[config.mk]
export PLATFORM = sky130hd
export DESIGN_NAME = pulse_accum_top
export DESIGN_NICKNAME = d
export VERILOG_FILES = /design/src/rtl/pa_pkg.sv /design/src/rtl/pa_input_cond.sv /design/src/rtl/pa_tick_gen.sv /design/src/rtl/pa_count_core.sv /design/src/rtl/pa_flag_unit.sv /design/src/rtl/pulse_accum_top.sv
export SDC_FILE = /design/constraint.sdc
export NUM_CORES = 1
export LEC_CHECK = 0
export ABC_AREA = 0
export ABC_CLOCK_PERIOD_IN_PS = 1900
export CORE_ASPECT_RATIO = 1.5
export CORE_MARGIN = 2
export CORE_UTILIZATION = 53
export CTS_BUF_LIST = sky130_fd_sc_hd__clkbuf_16
export DETAILED_ROUTE_END_ITERATION = 7
export PLACE_DENSITY_LB_ADDON = 0.2
export SYNTH_ARGS = -nofsm -noshare
export SYNTH_HDL_FRONTEND = slang
export SYNTH_HIERARCHICAL = 1
export SYNTH_SLANG_ARGS = --single-unit
[constraint.sdc]
create_clock -name clk -period 1.9 [get_ports clk]
set_input_delay 0.19 -clock clk [delete_from_list [all_inputs] [get_ports clk]]
set_output_delay 0.19 -clock clk [all_outputs]
set_load 0.03 [all_outputs]
[src/rtl/pa_pkg.sv]
package pa_pkg;
  localparam int CTRL_W = 5;

  typedef enum logic [1:0] {
    SEL_CTRL  = 2'd0,
    SEL_COUNT = 2'd1,
    SEL_FLAGS = 2'd2,
    SEL_NONE  = 2'd3
  } pa_sel_e;

  typedef struct packed {
    logic edge_ie;
    logic ovf_ie;
    logic pol;
    logic gated;
    logic en;
  } pa_ctrl_t;

  localparam int FLAG_OVF  = 0;
  localparam int FLAG_EDGE = 1;
endpackage

[src/rtl/pa_input_cond.sv]
module pa_input_cond #(
  parameter int SYNC_N = 2
) (
  input  logic clk,
  input  logic rst_ni,
  input  logic pin_i,
  output logic level_o,
  output logic rise_o,
  output logic fall_o
);
  logic [SYNC_N-1:0] sync_q;
  logic              prev_q;

  for (genvar i = 0; i < SYNC_N; i++) begin : g_stage
    logic d;
    if (i == 0) begin : g_first
      assign d = pin_i;
    end else begin : g_chain
      assign d = sync_q[i-1];
    end
    always_ff @(posedge clk or negedge rst_ni) begin
      if (!rst_ni) sync_q[i] <= 1'b0;
      else         sync_q[i] <= d;
    end
  end

  assign level_o = sync_q[SYNC_N-1];

  always_ff @(posedge clk or negedge rst_ni) begin
    if (!rst_ni) prev_q <= 1'b0;
    else         prev_q <= level_o;
  end

  assign rise_o = level_o & ~prev_q;
  assign fall_o = ~level_o & prev_q;
endmodule

[src/rtl/pa_tick_gen.sv]
module pa_tick_gen #(
  parameter int DIV_W = 6
) (
  input  logic clk,
  input  logic rst_ni,
  output logic tick_o
);
  logic [DIV_W-1:0] div_q, div_d;

  always_comb div_d = div_q + 1'b1;

  always_ff @(posedge clk or negedge rst_ni) begin
    if (!rst_ni) div_q <= '0;
    else         div_q <= div_d;
  end

  assign tick_o = &div_q;
endmodule

[src/rtl/pa_count_core.sv]
module pa_count_core #(
  parameter int CW = 8
) (
  input  logic          clk,
  input  logic          rst_ni,
  input  logic          inc_i,
  input  logic          load_i,
  input  logic [CW-1:0] load_val_i,
  output logic [CW-1:0] count_o,
  output logic          wrap_o
);
  logic [CW-1:0] cnt_q, cnt_d;
  logic          cnt_ce;

  always_comb begin
    cnt_ce = load_i | inc_i;
    cnt_d  = load_i ? load_val_i : cnt_q + 1'b1;
    wrap_o = inc_i & ~load_i & (&cnt_q);
  end

  always_ff @(posedge clk or negedge rst_ni) begin
    if (!rst_ni)     cnt_q <= '0;
    else if (cnt_ce) cnt_q <= cnt_d;
  end

  assign count_o = cnt_q;
endmodule

[src/rtl/pa_flag_unit.sv]
module pa_flag_unit #(
  parameter int NF = 2
) (
  input  logic          clk,
  input  logic          rst_ni,
  input  logic [NF-1:0] set_i,
  input  logic [NF-1:0] clr_i,
  input  logic [NF-1:0] ie_i,
  output logic [NF-1:0] flags_o,
  output logic          irq_o
);
  logic [NF-1:0] flg_q, flg_d;

  always_comb flg_d = set_i | (flg_q & ~clr_i);

  always_ff @(posedge clk or negedge rst_ni) begin
    if (!rst_ni) flg_q <= '0;
    else         flg_q <= flg_d;
  end

  assign flags_o = flg_q;
  assign irq_o   = |(flg_q & ie_i);
endmodule

[src/rtl/pulse_accum_top.sv]
module pulse_accum_top
  import pa_pkg::*;
#(
  parameter int CW     = 8,
  parameter int DIV_W  = 6,
  parameter int SYNC_N = 2
) (
  input  logic          clk,
  input  logic          rst_n,
  input  logic          pin_i,
  input  logic          reg_wr,
  input  logic [1:0]    reg_sel,
  input  logic [CW-1:0] reg_wdata,
  output logic [CW-1:0] count_o,
  output logic [1:0]    flags_o,
  output logic          irq_o
);
  logic [1:0] rst_pipe;
  logic       rst_int_n;

  always_ff @(posedge clk or negedge rst_n) begin
    if (!rst_n) rst_pipe <= 2'b00;
    else        rst_pipe <= {rst_pipe[0], 1'b1};
  end
  assign rst_int_n = rst_pipe[1];

  pa_ctrl_t ctrl_q, ctrl_d;
  logic     ctrl_ce;

  always_comb begin
    ctrl_ce = reg_wr && (reg_sel == SEL_CTRL);
    ctrl_d  = pa_ctrl_t'(reg_wdata[CTRL_W-1:0]);
  end

  always_ff @(posedge clk or negedge rst_int_n) begin
    if (!rst_int_n)   ctrl_q <= '0;
    else if (ctrl_ce) ctrl_q <= ctrl_d;
  end

  logic level, rise, fall, tick;

  pa_input_cond #(.SYNC_N(SYNC_N)) u_in (
    .clk(clk), .rst_ni(rst_int_n), .pin_i(pin_i),
    .level_o(level), .rise_o(rise), .fall_o(fall)
  );

  pa_tick_gen #(.DIV_W(DIV_W)) u_tick (
    .clk(clk), .rst_ni(rst_int_n), .tick_o(tick)
  );

  logic       sel_edge, gate_on, inc, edge_ev, cnt_load, wrap;
  logic [1:0] flag_set, flag_clr, flag_ie;

  always_comb begin
    sel_edge = ctrl_q.pol ? rise : fall;
    gate_on  = level ^ ctrl_q.pol;
    inc      = ctrl_q.en & (ctrl_q.gated ? (gate_on & tick) : sel_edge);
    edge_ev  = ctrl_q.en & sel_edge;
    cnt_load = reg_wr && (reg_sel == SEL_COUNT);
    flag_clr = (reg_wr && (reg_sel == SEL_FLAGS)) ? reg_wdata[1:0] : 2'b00;
    flag_set = '0;
    flag_set[FLAG_OVF]  = wrap;
    flag_set[FLAG_EDGE] = edge_ev;
    flag_ie  = '0;
    flag_ie[FLAG_OVF]   = ctrl_q.ovf_ie;
    flag_ie[FLAG_EDGE]  = ctrl_q.edge_ie;
  end

  pa_count_core #(.CW(CW)) u_cnt (
    .clk(clk), .rst_ni(rst_int_n), .inc_i(inc), .load_i(cnt_load),
    .load_val_i(reg_wdata), .count_o(count_o), .wrap_o(wrap)
  );

  pa_flag_unit #(.NF(2)) u_flg (
    .clk(clk), .rst_ni(rst_int_n), .set_i(flag_set), .clr_i(flag_clr),
    .ie_i(flag_ie), .flags_o(flags_o), .irq_o(irq_o)
  );
endmodule

# Word level (Yosys, flattened, before mapping)

Cells that the tools add are included.

$add $sub $neg: 2
Multipliers: 0
Divide/modulo/power cells: 0
Magnitude comparators: 0
Eq/ne operators: 2
Shift operators: 0
Multiplexer cells: 4
Bitwise logic cells: 16
Reductions and logical operators: 7

Operators by type and width:

| operator                                                        | number |
|---|---|
| 8-bit by 1-bit adder with 8-bit output, second input constant   | 1 |
| 8-bit two-way mux                                               | 1 |
| 8-bit AND reduction                                             | 1 |
| 1-bit AND                                                       | 7 |
| 6-bit by 1-bit adder with 6-bit output, second input constant   | 1 |
| 6-bit AND reduction                                             | 1 |
| 2-bit AND                                                       | 2 |
| 1-bit logical AND                                               | 3 |
| 1-bit inverter                                                  | 3 |
| 2-bit by 1-bit == test with 1-bit output, second input constant | 1 |
| 2-bit == test, second input constant                            | 1 |
| 2-bit zero test                                                 | 1 |
| 1-bit two-way mux                                               | 2 |
| 2-bit two-way mux                                               | 1 |
| 2-bit inverter                                                  | 1 |
| 2-bit OR                                                        | 1 |
| 2-bit OR reduction                                              | 1 |
| 1-bit OR                                                        | 1 |
| 1-bit bitwise XOR                                               | 1 |

Register bits after elaboration: 26
Bits in latches: 0
RAM bits: 0
Memory bits (read-only): 0
Input port bits: 14
Output and inout port bits: 11
Memories: 0

# Longest topological paths before layout

Gate-level depths: netlist (run 1).

Word-level depth: 8
Depth in mapped cells: 9
Mapped depth without buffers: 8

# Modules after synthesis

Netlist (run 1), hierarchy kept.

Modules (own cells, without submodules):

| module          | times used | cells each | area an instance (sq um) | seq. area each (sq um) |
|---|---|---|---|---|
| pa_count_core   | 1          | 51         | 465.4                    | 200.2 |
| pulse_accum_top | 1          | 25         | 342.8                    | 175.2 |
| pa_tick_gen     | 1          | 19         | 239.0                    | 150.1 |
| pa_input_cond   | 1          | 5          | 90.1                     | 75.1 |
| pa_flag_unit    | 1          | 7          | 82.6                     | 50.0 |

# Least setup slack after synthesis (run 1)

OpenSTA, ideal clock, no wires.

Path kind: reg2reg
From: reg u_in.sync_q[1], in the netlist u_in/level_o
To: reg u_cnt.cnt_q[7], in the netlist u_cnt/count_o[7]
Data arrival time: 1.750 ns
Setup slack: 0.081 ns
Cell stages (with the launch flop): 9
Buffers on the path: 1
Path through: dfrtp_1 > and2b_2 > mux2i_1 > nor2b_1 > o2bb2ai_1 > buf_4 > nand4_2 > or4_1 > nand3_1

Cells in the longest elaborated chain, start to end: 6
Elaborated cells between the ends (all ways): 9
Those cells by class: mux (2); bitwise (7)

Ends and longest elaborated chain:

| item                              | line                  | text |
|---|---|---|
| from (decl)                       | pa_input_cond.sv:11   | `logic [SYNC_N-1:0] sync_q;` |
| from (signal, indexed assignment) | pa_input_cond.sv:22   | `if (!rst_ni) sync_q[i] <= 1'b0;` |
| from (signal, indexed assignment) | pa_input_cond.sv:23   | `else sync_q[i] <= d;` |
| 1-bit inverter                    | pa_input_cond.sv:35   | `assign fall_o = ~level_o & prev_q;` |
| 1-bit AND                         | pa_input_cond.sv:35   |  |
| named net fall                    | pulse_accum_top.sv:40 | `logic level, rise, fall, tick;` |
| 1-bit two-way mux                 | pulse_accum_top.sv:55 | `sel_edge = ctrl_q.pol ? rise : fall;` |
| 1-bit two-way mux                 | pulse_accum_top.sv:57 | `inc = ctrl_q.en & (ctrl_q.gated ? (gate_on & tick) : sel_edge);` |
| 1-bit AND                         | pulse_accum_top.sv:57 |  |
| named net inc                     | pulse_accum_top.sv:51 | `logic sel_edge, gate_on, inc, edge_ev, cnt_load, wrap;` |
| 1-bit OR                          | pa_count_core.sv:16   | `cnt_ce = load_i \| inc_i;` |
| to (signal assigned)              | pa_count_core.sv:23   | `else if (cnt_ce) cnt_q <= cnt_d;` |
| to (decl)                         | pa_count_core.sv:12   | `logic [CW-1:0] cnt_q, cnt_d;` |

The timed path passes the listed nets, and every way through them passes these cells.
A chain may end at the register's enable or synchronous reset.

# Worst setup path after layout (run 1)

Ends and elaborated chain as after synthesis.

==> results of run 1 <==
-- power by group through the flow --
stage | logic, mW | registers [mW] | clock network (mW)
6_report | 0.478 | 0.727 | 0.611
5_1_grt | 0.516 | 0.741 | 0.631
4_1_cts | 0.480 | 0.728 | 0.615
3_5_place_dp | 0.470 | 0.736 | 0
3_3_place_gp | 0.465 | 0.732 | 0
2_1_floorplan | 0.170 | 0.833 | 0
-- worst max-delay path: stages, from the launching register on --
cell and delay, ns:
dfrtp_1 0.41, and2b_2 0.22, mux2i_1 0.07, nor2b_2 0.17
o2bb2ai_2 0.14, nand4_2 0.14, or4_1 0.49, nand3_1 0.09
-- routing by layer --
layer	routed length [um]	vias up	GRT usage
met3	94	5	0.03757
met2	1367	19	0.3638
met1	998	449	0.2308
met4	47	0	0.07955
met5	0	-	0
li1	-	428	-
-- sequential cells by signal, indices dropped and copies added (netlist names) --
register and flops:
u_cnt/count_o 8, u_flg/flags_o 2, rst_pipe 2, u_in/prev_q 1
ctrl_q 5, u_in/g_stage.d 1, u_in/level_o 1, u_tick/div_q 6
-- kinds of logic after synthesis --
group,synth area share
fa+ha+maj,0.02051
flops,0.5333
simple gates,0.1969
other cells,0.003074
buf+inv,0.03179
mux,0.07795
compound gates,0.07180
xor+xnor,0.06461
-- final cells by class --
| class | count | share of cell area |
|---|---|---|
| sequential | 26 | 0.3966 |
| multi-input combinational | 73 | 0.3364 |
| timing repair buffer | 30 | 0.1739 |
| clock buffer | 3 | 0.04577 |
| clock inverter | 1 | 0.01831 |
| tap | 23 | 0.01754 |
| inverter | 5 | 0.01144 |
-- placed cells by master, fill, tap and decap left out, drive strengths merged, types with 5 or more instances in the layout --
cell and count:
xor2 5, dfrtp 26, clkdlybuf4s50 24, o21ai 7
buf 6, mux2 5, nand3 6, nand2 13
nor2b 5, inv 5
-- metrics by stage --
| stage | power [mW] | hold WS [ns] | utilization | cell area (um^2) | worst slack, ns |
|---|---|---|---|---|---|
| 3_5_place_dp | 1.206 | 0.2346 | 0.6757 | 1491 | 0.02411 |
| 4_1_cts | 1.823 | 0.08287 | 0.7262 | 1603 | 0.01348 |
| 2_1_floorplan | 1.003 | -0.1056 | - | 1220 | 0.08092 |
| 6_report | 1.816 | 0.07972 | 0.7432 | 1640 | 0.1057 |
| 5_1_grt | 1.888 | 0.08891 | 0.7432 | 1640 | -0.005798 |
| 3_3_place_gp | 1.197 | 0.2199 | 0.6757 | 1491 | 0.06604 |
-- path summary, 6_finish.rpt --
check	from	to	slack, ns	depth (start not counted)
min in group clk	rst_pipe[0]	rst_pipe[1]	0.35	0
max in group asynchronous	rst_pipe[1]	u_cnt/count_o[6]	1.44	1
worst max-delay path	u_in/level_o	u_cnt/count_o[7]	0.11	7
worst max register to register	u_in/level_o	u_cnt/count_o[7]	0.11	7
worst min register to register	rst_pipe[1]	u_in/g_stage[1].d	0.22	1
worst min-delay path	rst_n	rst_pipe[0]	0.08	1
-- repair_timing --
| item | in CTS | in global routing |
|---|---|---|
| endpoints found under the hold margin | 0 | 0 |
| buffers inserted | 0 | 3 |
| endpoints found under the setup margin | 1 | 4 |
| resized for setup | 1 | 3 |
| pin swaps | 0 | 5 |
==> impl_metrics.env, run 1 <==
export IMPL_criticalPathCategory="flop to flop"
export IMPL_period_minus_slack_ns=1.794
export IMPL_n_antenna_cell=0
export IMPL_cts_buffer_depth=2
export IMPL_ys_ff_latch=26
export IMPL_synth_top_area_cell="dfrtp_1"
export IMPL_synth_cell_types=34
export IMPL_p_per_area_nw_per_um2=1107
export IMPL_peakVddDrop_uv=743.3
export IMPL_cp_end_kind="flop"
export IMPL_comb_power_share=0.263
export IMPL_tritoncts="built"
export IMPL_nNetsFinal=155
export IMPL_cts_root_buffer="clkbuf_16"
export IMPL_yosys_top_cells_area="dfrtp_1, mux2_4, nand2_1"
export IMPL_grtUsageTotal=0.2040
export IMPL_placementRows=21
export IMPL_die_y_um=62.76
export IMPL_grt_pass1_wl_um=4202
export IMPL_drc=0
export IMPL_syn_avg_cell_area_um2=11.40
export IMPL_grt_max_degree=25
export IMPL_place_congestion=0.7716
export IMPL_final_cells=161
export IMPL_dr_pass1_iters=3
export IMPL_finalSetupViolCount=0
export IMPL_p_sw_frac=0.2916
export IMPL_cts_sinks=26
export IMPL_htreeDepth=1
export IMPL_yosys_top_cells_count="dfrtp_1, nand2_1, o21ai_0"
export IMPL_yosysWarningCount=6
export IMPL_async_reset_ff_frac=1.000
export IMPL_initial_utilization=0.5527
export IMPL_antenna_found_initial=0
export IMPL_hold_viol_final=0
export IMPL_final_max_slew_viol_count=0
export IMPL_max_cap_violations=0
export IMPL_grt_overflow=0
export IMPL_cts_buffers=3
export IMPL_syn_nets=123
export IMPL_max_freq_ghz=0.5573
export IMPL_synth_cells=107
export IMPL_drtIter0Drc=6
export IMPL_fin_skew_ns=0.002958
export IMPL_num_vias=901
export IMPL_critPathMaxFanout=5
export IMPL_synth_most_common_cell="dfrtp_1"
export IMPL_critPathArrivalTime_ns=1.99
export IMPL_io_pins=25
export IMPL_die_w_um=43.17
export IMPL_dp_cells=154
export IMPL_syn_area_um2=1220
export IMPL_ys_seq_area_frac=0.5333
export IMPL_fill_cells=156
export IMPL_final_layout_size_suffix_gt1_frac=0.2101
export IMPL_ant_nets=0
export IMPL_dp_hpwl_um=1745
export IMPL_first_global_vias=949
export IMPL_clk_pin_slew_worst_paths_ns=0.06
export IMPL_yosysTopAreaCellShare=0.5333
export IMPL_die_area_um2=2709
export IMPL_core_um2=2207
export IMPL_wl_um=2507
export IMPL_p_leak_nw=0.7077
export IMPL_p_seq_frac=0.400
export IMPL_min_path_type="input pin to asynchronous set/reset pin"
export IMPL_postCtsHoldBufs=0
export IMPL_io_buffers=24
export IMPL_pwr_share_clk=0.336
export IMPL_fin_crit_sh=0.9443
export IMPL_syn_to_final_growth_pct=34.46
export IMPL_cp_required_ns=2.10
export IMPL_wl_per_cell_um=15.57
export IMPL_regArea_um2=650.6
export IMPL_multiInputGateArea_um2=551.8
export IMPL_tns_ns=0
export IMPL_synth_edf_count=0
export IMPL_switching_power_uw=529.6
export IMPL_cellInternalPower_mw=1.287
export IMPL_clock_latency_ns=0.26
export IMPL_critPathLaunchType="flop"
export IMPL_ys_flop_type="dfrtp_1"
export IMPL_vias_per_cell=5.596
export IMPL_status="completed"
Power figures use the tool's default switching activity.
==> inputs of run 2 (changes only) <==
CORE_MARGIN = default   (was 2)
==> run 2 against run 1 <==
Final cell count fell by 1.2%. Clock-buffer cell count did not move. Sequential power rose by 0.8%. Setup slack got worse by 0.022 ns. Non-clock buffer count did not move. Critical path depth did not move. Die area fell by 7.7%. Power fell by 8.5%.
==> impl_metrics.env, run 2 (synthesis gave the netlist of run 1 again) <==
export IMPL_status="completed"
export IMPL_p_per_area_nw_per_um2=1039
export IMPL_p_leak_nw=0.6973
export IMPL_final_common_cell="dfrtp_1"
export IMPL_critPathMaxFanout=4
export IMPL_io_buffers=24
export IMPL_nNetsFinal=155
export IMPL_final_cell_mix="dfrtp_1, clkdlybuf4s50_1, nand2_1, o21ai_0, buf_4"
export IMPL_fin_crit_sh=0.9561
export IMPL_antenna_found_initial=0
export IMPL_drc=0
export IMPL_grt_overflow=0
export IMPL_criticalPathCategory="flop to flop"
export IMPL_final_layout_size_suffix_gt1_frac=0.2044
export IMPL_placementRows=20
export IMPL_clk_pin_slew_worst_paths_ns=0.06
export IMPL_regArea_um2=650.6
export IMPL_cp_required_ns=2.09
export IMPL_max_freq_ghz=0.5505
export IMPL_multiInputGateArea_um2=541.8
export IMPL_dr_pass1_iters=4
export IMPL_die_w_um=41.17
export IMPL_cts_buffers=3
export IMPL_tns_ns=0
export IMPL_io_pins=25
export IMPL_critPathLaunchType="flop"
export IMPL_cts_buffer_depth=2
export IMPL_die_y_um=60.76
export IMPL_initial_utilization=0.5804
export IMPL_clock_latency_ns=0.25
export IMPL_final_max_slew_viol_count=0
export IMPL_tritoncts="built"
export IMPL_cp_end_kind="flop"
export IMPL_wl_per_cell_um=15.06
export IMPL_dp_hpwl_um=1728
export IMPL_largest_register_ffs=8
export IMPL_post_route_util=0.7607
export IMPL_total_power_mw=1.662
export IMPL_num_vias=912
export IMPL_n_antenna_cell=0
export IMPL_place_congestion=0.7499
export IMPL_grt_max_degree=25
export IMPL_drtIter0Drc=25
export IMPL_cts_sinks=26
export IMPL_first_global_vias=893
export IMPL_cts_root_buffer="clkbuf_16"
export IMPL_fill_cells=147
export IMPL_hold_viol_final=0
export IMPL_grtUsageTotal=0.2235
export IMPL_max_cap_violations=0
export IMPL_ant_nets=0
export IMPL_core_um2=2102
export IMPL_vias_per_cell=5.736
export IMPL_fin_skew_ns=0.005670
export IMPL_period_minus_slack_ns=1.817
export IMPL_syn_to_final_growth_pct=31.08
export IMPL_htreeDepth=1
export IMPL_min_path_type="input pin to asynchronous set/reset pin"
export IMPL_grt_pass1_wl_um=3726
export IMPL_die_area_um2=2501
export IMPL_critPathArrivalTime_ns=2.00
export IMPL_finalSetupViolCount=0
export IMPL_peakVddDrop_uv=729.2
export IMPL_wl_um=2394
## run 2: changes by cell type in the layout (fill, tap and decap cells not counted), sizes merged
cell,change
bufinv,-1
## run 2: power by group
| group | total [mW] | switching [mW] | internal, mW |
|---|---|---|---|
| combinational | 0.484 | 0.248 | 0.236 |
| clock | 0.444 | 0.166 | 0.278 |
| sequential | 0.733 | 0.0996 | 0.634 |
## run 2: final timing paths
check	from	slack, ns	end	depth (start not counted)
min reg2reg	rst_pipe[1]	0.22	ctrl_q[4]	1
min in group clk	rst_pipe[0]	0.35	rst_pipe[1]	0
max	u_in/level_o	0.08	u_cnt/count_o[7]	7
min	rst_n	0.09	rst_pipe[1]	1
max reg2reg	u_in/level_o	0.08	u_cnt/count_o[7]	7
max in group asynchronous	rst_pipe[1]	1.45	u_tick/div_q[3]	1
## run 2: metal layers
layer	global-route usage	vias to the layer above	wire, um
li1	-	428	-
met1	0.2592	443	1006
met2	0.3683	33	1229
met3	0.04029	8	96
met4	0.1290	0	62
met5	0	-	0
## run 2: through the flow
stage / hold slack (ns) / cells / worst slack [ns] / cell area (um^2)
after global placement: 0.2213 / 155 / 0.1345 / 1505
final: 0.09390 / 159 / 0.08347 / 1599
after floorplan: -0.1056 / 107 / 0.08092 / 1220
after global routing: 0.1017 / 159 / -0.005109 / 1599
after detailed placement: 0.2300 / 155 / 0.06657 / 1505
after CTS: 0.09540 / 158 / 0.01712 / 1580
## run 2: worst max-delay path, stage by stage (launching register included)
cell       delay, ns
dfrtp_1         0.41
and2b_2         0.22
mux2i_1         0.07
nor2b_2         0.18
o2bb2ai_2       0.15
nand4_2         0.14
or4_1           0.49
nand3_1         0.10
## run 2: area by class of cell
| cell class | count | area share |
|---|---|---|
| clock buffers | 3 | 0.04695 |
| well taps | 22 | 0.01721 |
| multi-input cells | 73 | 0.3388 |
| repair buffers | 30 | 0.1784 |
| inverters | 5 | 0.01174 |
| flip-flops and latches | 26 | 0.4069 |
## run 2: repair_timing
item,4_1_cts,5_1_grt
endpoints found under the setup margin,0,4
resized for setup,0,3
setup buffers,0,1
hold buffers,0,0
